File: src/rtl/pin_debounce_pkg.sv
package pin_debounce_pkg;

    // Filter policy encoding; the values are decoded by the configuration field.
    typedef enum logic [1:0] {
        DB_BYPASS      = 2'b00,
        DB_PASS_LOW    = 2'b01,
        DB_PASS_HIGH   = 2'b10,
        DB_FILTER_BOTH = 2'b11
    } db_mode_e;

    // Default tick counts of the four unit selections.
    localparam int unsigned DB_UNIT0_TICKS = 2;
    localparam int unsigned DB_UNIT1_TICKS = 8;
    localparam int unsigned DB_UNIT2_TICKS = 512;
    localparam int unsigned DB_UNIT3_TICKS = 2048;

endpackage

File: src/rtl/pin_debounce_policy.sv
// Decides, from the policy and the current disagreement, whether a change
// is passed at once, must be qualified, or the filter is bypassed.
module pin_debounce_policy
    import pin_debounce_pkg::*;
(
    input  db_mode_e mode,
    input  logic     level_q,
    input  logic     pin,
    output logic     bypass,
    output logic     immediate,
    output logic     qualify
);
    logic differ;

    always_comb begin
        differ    = (pin != level_q);
        bypass    = (mode == DB_BYPASS);
        immediate = differ &&
                    (((mode == DB_PASS_LOW)  && !pin) ||
                     ((mode == DB_PASS_HIGH) &&  pin));
        qualify   = differ && !bypass && !immediate;
    end
endmodule

File: src/rtl/pin_debounce_prescale.sv
// Counts slow ticks inside one unit and pulses unit_done on the last one.
module pin_debounce_prescale #(
    parameter int unsigned UNIT0_TICKS = 2,
    parameter int unsigned UNIT1_TICKS = 8,
    parameter int unsigned UNIT2_TICKS = 512,
    parameter int unsigned UNIT3_TICKS = 2048
) (
    input  logic       clk,
    input  logic       rst_n,
    input  logic       tick,
    input  logic       run,
    input  logic       restart,
    input  logic       single,
    input  logic [1:0] unit_sel,
    output logic       unit_done
);
    localparam int unsigned MAX_TICKS =
        (UNIT3_TICKS > UNIT2_TICKS) ? UNIT3_TICKS : UNIT2_TICKS;
    localparam int unsigned PRE_W = (MAX_TICKS > 2) ? $clog2(MAX_TICKS) : 1;

    logic [PRE_W-1:0] pre_d, pre_q;
    logic [PRE_W-1:0] last_idx;

    always_comb begin
        if (single) begin
            last_idx = '0;
        end else begin
            case (unit_sel)
                2'd0:    last_idx = PRE_W'(UNIT0_TICKS - 1);
                2'd1:    last_idx = PRE_W'(UNIT1_TICKS - 1);
                2'd2:    last_idx = PRE_W'(UNIT2_TICKS - 1);
                default: last_idx = PRE_W'(UNIT3_TICKS - 1);
            endcase
        end

        unit_done = run && !restart && tick && (pre_q == last_idx);

        pre_d = pre_q;
        if (!run || restart) begin
            pre_d = '0;
        end else if (tick) begin
            pre_d = unit_done ? '0 : pre_q + PRE_W'(1);
        end
    end

    always_ff @(posedge clk) begin
        if (!rst_n) pre_q <= '0;
        else        pre_q <= pre_d;
    end
endmodule

File: src/rtl/pin_debounce.sv
module pin_debounce
    import pin_debounce_pkg::*;
#(
    parameter int unsigned COUNT_W     = 4,
    parameter int unsigned UNIT0_TICKS = DB_UNIT0_TICKS,
    parameter int unsigned UNIT1_TICKS = DB_UNIT1_TICKS,
    parameter int unsigned UNIT2_TICKS = DB_UNIT2_TICKS,
    parameter int unsigned UNIT3_TICKS = DB_UNIT3_TICKS
) (
    input  logic               clk,
    input  logic               rst_n,
    input  logic               tick,
    input  logic               pin_in,
    input  logic [1:0]         cfg_mode,
    input  logic [1:0]         cfg_unit,
    input  logic [COUNT_W-1:0] cfg_count,
    output logic               pin_level
);
    localparam int unsigned CFG_W = 4 + COUNT_W;

    typedef struct packed {
        logic               level;
        logic [COUNT_W-1:0] units;
        logic [CFG_W-1:0]   cfg;
    } db_state_t;

    db_state_t st_d, st_q;

    db_mode_e           mode;
    logic [CFG_W-1:0]   cfg_now;
    logic               cfg_change;
    logic               zero_count;
    logic [COUNT_W-1:0] target;
    logic               bypass, immediate, qualify, unit_done;

    assign mode       = db_mode_e'(cfg_mode);
    assign cfg_now    = {cfg_mode, cfg_unit, cfg_count};
    assign cfg_change = (cfg_now != st_q.cfg);
    assign zero_count = (cfg_count == '0);
    assign target     = zero_count ? COUNT_W'(1) : cfg_count;

    pin_debounce_policy i_policy (
        .mode      (mode),
        .level_q   (st_q.level),
        .pin       (pin_in),
        .bypass    (bypass),
        .immediate (immediate),
        .qualify   (qualify)
    );

    pin_debounce_prescale #(
        .UNIT0_TICKS (UNIT0_TICKS),
        .UNIT1_TICKS (UNIT1_TICKS),
        .UNIT2_TICKS (UNIT2_TICKS),
        .UNIT3_TICKS (UNIT3_TICKS)
    ) i_prescale (
        .clk       (clk),
        .rst_n     (rst_n),
        .tick      (tick),
        .run       (qualify),
        .restart   (cfg_change),
        .single    (zero_count),
        .unit_sel  (cfg_unit),
        .unit_done (unit_done)
    );

    always_comb begin
        st_d     = st_q;
        st_d.cfg = cfg_now;
        if (!rst_n || bypass || immediate) begin
            st_d.level = pin_in;
            st_d.units = '0;
        end else if (!qualify || cfg_change) begin
            st_d.units = '0;
        end else if (unit_done) begin
            if (st_q.units + COUNT_W'(1) == target) begin
                st_d.level = pin_in;
                st_d.units = '0;
            end else begin
                st_d.units = st_q.units + COUNT_W'(1);
            end
        end
    end

    always_ff @(posedge clk) begin
        st_q <= st_d;
    end

    assign pin_level = st_q.level;
endmodule

File: config.mk
export PLATFORM = sky130hd
export DESIGN_NAME = pin_debounce
export DESIGN_NICKNAME = d
export VERILOG_FILES = /design/src/rtl/pin_debounce_pkg.sv /design/src/rtl/pin_debounce_policy.sv /design/src/rtl/pin_debounce_prescale.sv /design/src/rtl/pin_debounce.sv
export SDC_FILE = /design/constraint.sdc
export NUM_CORES = 1
export LEC_CHECK = 0
export CORE_MARGIN = 8
export CORE_UTILIZATION = 40
export DETAILED_ROUTE_END_ITERATION = 10
export DONT_BUFFER_PORTS = 1
export GPL_TIMING_DRIVEN = 0
export PLACE_DENSITY = 0.54
export SYNTH_ARGS = -nofsm -noshare
export SYNTH_HDL_FRONTEND = slang
export SYNTH_SLANG_ARGS = --single-unit
File: constraint.sdc
create_clock -name clk -period 2.32 [get_ports clk]
set_input_delay 0.116 -clock clk [delete_from_list [all_inputs] [get_ports clk]]
set_output_delay 0.116 -clock clk [all_outputs]
set_load 0.005 [all_outputs]
==> impl_metrics.ini <==
[synth]
yosys-top-cells-area = dfxtp_1 38%, xor2_1 8.7%, nor2_1 5.9%
synth_cells = 135
ys.flop_type = dfxtp_1
synth_top_area_cell = dfxtp_1
synthArstFlopShare_pct = 0
ys_ff_latch = 24
synth_cell_type_count = 33
synth_top_cell_area_share_pct = 37.90
netlist_area_mm2 = 0.001215
synthMostInstantiatedCell = dfxtp_1
yosys_warnings = 0
synth.net_count = 149
synthTopCellsByCount = 23 x dfxtp_1, 19 x nor2_1, 12 x xor2_1
synth_edf_count = 1
yosysSeqAreaShare_pct = 40.37
syn_area_per_cell_um2 = 8.999

[cts]
cts_buffer_depth = 2
cts_sinks = 24
cts_tree = built
cts_buffers = 3
cts_setup_buffers = 0
root_buffer = clkbuf_4
clk_latency_ns = 0.31
cts.htree.levels = 1
cts.clk_slew.worst_paths_ns = 0.13

[cells_and_area]
multi_input_area_um2 = 706.9
final_cell_area_mm2 = 0.001379
n_fill_cell = 298
area_delta_synth_final_pct = 13.49
diodes = 0
drive_gt1_share_pct = 4.054
regArea_um2 = 490.5
fin_nets = 163

[setup_path]
path_class = reg -> reg
max_stage_delay_ns = 0.46
cp_num_buf_inv = 1
path_max_fanout = 10
crit_path_end_kind = flip-flop
critPathSlowestCell = edfxtp_1
crit_chain = nand2b_1, a2bb2oi_1, nor4_2, o2111ai_1, buf_2, or3b_1, a21oi_1
start_kind = flip-flop
cp.depth = 7
cp.arrival_ns = 2.36
reg2reg_depth = 7
crit_family = simple AND/OR/NAND/NOR gates
cp.required_ns = 2.57

[detailed_routing]
route.detailed.drc = 0
drt_iter0_markers = 23
num_vias = 983
detail-route-antenna-nets = 0
drt_first_pass_iters = 4
avgRoutedWirePerCell_um = 13.87
wl_mm = 2.511
vias_per_cell = 5.431

[pwr]
ir_drop_mv = 0.1950
p_per_area_mw_per_mm2 = 486.6
power.share.clock_pct = 27.7
p_seq_share_pct = 64.1
p_sw_uw = 145.6
comb_power_share_pct = 8.2
power.total_uw = 670.9
internal-power_uw = 525.3
power.static_leakage_nw = 0.4838
p_sw_share_pct = 21.70

[sta]
fmaxAchievable_mhz = 473.6
final_max_slew_viol_count = 0
skew_ns = 0.007015
worstMarginPinSlew_ns = 0.7409
setup_violations = 0
rsz0062_at_grt = false
hold_violations = 0
max_slew_margin_pct = 50.15
tns_ns = 0
finalWorstSetupSlack_ns = 0.2084
finalCritPeriodShare_pct = 91.02
period_needed_ns = 2.112

[die]
core_mm2 = 0.002978
rows = 20
die_y_um = 71.11
die-area_mm2 = 0.005057
chipWidth_um = 71.11
ioPinCount = 13
start_util_pct = 40.80

[job]
drv_cap = 0

[placement]
pre_cts_ws_ns = 0.1231
portBuffers = 0
gp_congestion = 0.8053
dpl-instance-area_mm2 = 0.001256
dp_hpwl_mm = 1.878

[global_route]
grt_antenna_before_repair = 0
grt_pass1_wl_mm = 4.512
grt_max_degree = 14
grt_usage_pct = 10.94
grt_pass1_vias = 974
overflow = 0

[outcome]
status = complete, no violations

[min_path]
hold_depth = 3
hold_path.class = in -> reg
[worst register-to-register path, delay by kind of cell, from the launching register on]
family,cells,cell delay (ns)
buf+inv,1,0.22
flops,1,0.46
simple gates,3,0.88
compound gates,3,0.49
[kinds of logic after synthesis]
family / count (synthesis) / share of synthesized area (%)
and+or+nand+nor: 62 / 26.98
DFF: 24 / 40.37
xor gates and xnor gates: 22 / 18.23
AOI/OAI and AO/OA: 19 / 10.40
buffers and inverters: 6 / 1.957
adders and majority gates: 2 / 2.059
[sequential cells by signal, summed over array words and instances (netlist names)]
register          cells
i_prescale.pre_q     11
pin_level             1
st_q                 12
[per-stage QoR]
stage / hold WS, ns / instances / utilization (%)
floorplan: 0.1437 / 135 / -
global placement: 0.1441 / 168 / 42.18
detailed placement: 0.1441 / 168 / 42.18
CTS: 0.02983 / 181 / 46.09
global route: 0.02916 / 181 / 46.30
finish: 0.02679 / 181 / 46.30
[power groups by stage]
stage	Sequential (mW)	Clock (mW)	Combinational (mW)
CTS	0.430	0.196	0.0544
finish	0.430	0.186	0.0550
floorplan	0.438	0	0.0358
global route	0.432	0.217	0.0616
global placement	0.439	0	0.0405
detailed placement	0.439	0	0.0411
[worst paths after layout]
kind	slack, ns	to	startpoint
hold reg to reg	0.48	st_q[9]$_SDFFE_PP0N_	st_q[9]$_SDFFE_PP0N_
hold / removal	0.03	i_prescale.pre_q[2]$_SDFFE_PP0P_	tick
setup reg to reg	0.21	st_q[9]$_SDFFE_PP0N_	pin_level$_DFFE_PP_
setup / recovery	0.21	st_q[9]$_SDFFE_PP0N_	pin_level$_DFFE_PP_
[metal layers]
layer  part of all wire [%]  track usage (%)  vias up  wire length, um
met5                      0                0        -                0
met4                    1.6            5.081        0               39
met3                    5.5            2.542        5              138
met2                     42            16.17       17             1050
met1                     51            14.54      450             1282
li1                       -                -      511                -
[final cells by class]
type	count	area share, %
buffer	3	0.9074
timing repair buffer	9	6.534
tap	33	2.995
multi-input combinational	105	51.27
inverter	3	0.8167
clock buffer	4	1.906
sequential	24	35.57
[cell usage in the layout, fill, tap and decap left out, types with 3 or more instances in the layout]
| cell type | count |
|---|---|
| dfxtp_1 | 23 |
| nor2_1 | 19 |
| xor2_1 | 12 |
| dlygate4sd3_1 | 9 |
| xnor2_1 | 8 |
| nand4_1 | 7 |
| nand2_1 | 7 |
| a21oi_1 | 6 |
| nor4_1 | 5 |
| and3_1 | 4 |
| o21ai_0 | 4 |
| nand2b_1 | 4 |
| or3_1 | 3 |
| clkbuf_1 | 3 |
| inv_1 | 3 |
| nand3_1 | 3 |
| clkbuf_4 | 3 |
[what timing repair did]
item	in CTS	in global routing
endpoints found under the hold margin	10	0
endpoints found under the setup margin	0	3
resized for setup	0	1
hold buffers	9	0
(Power assumes the default switching activity.)
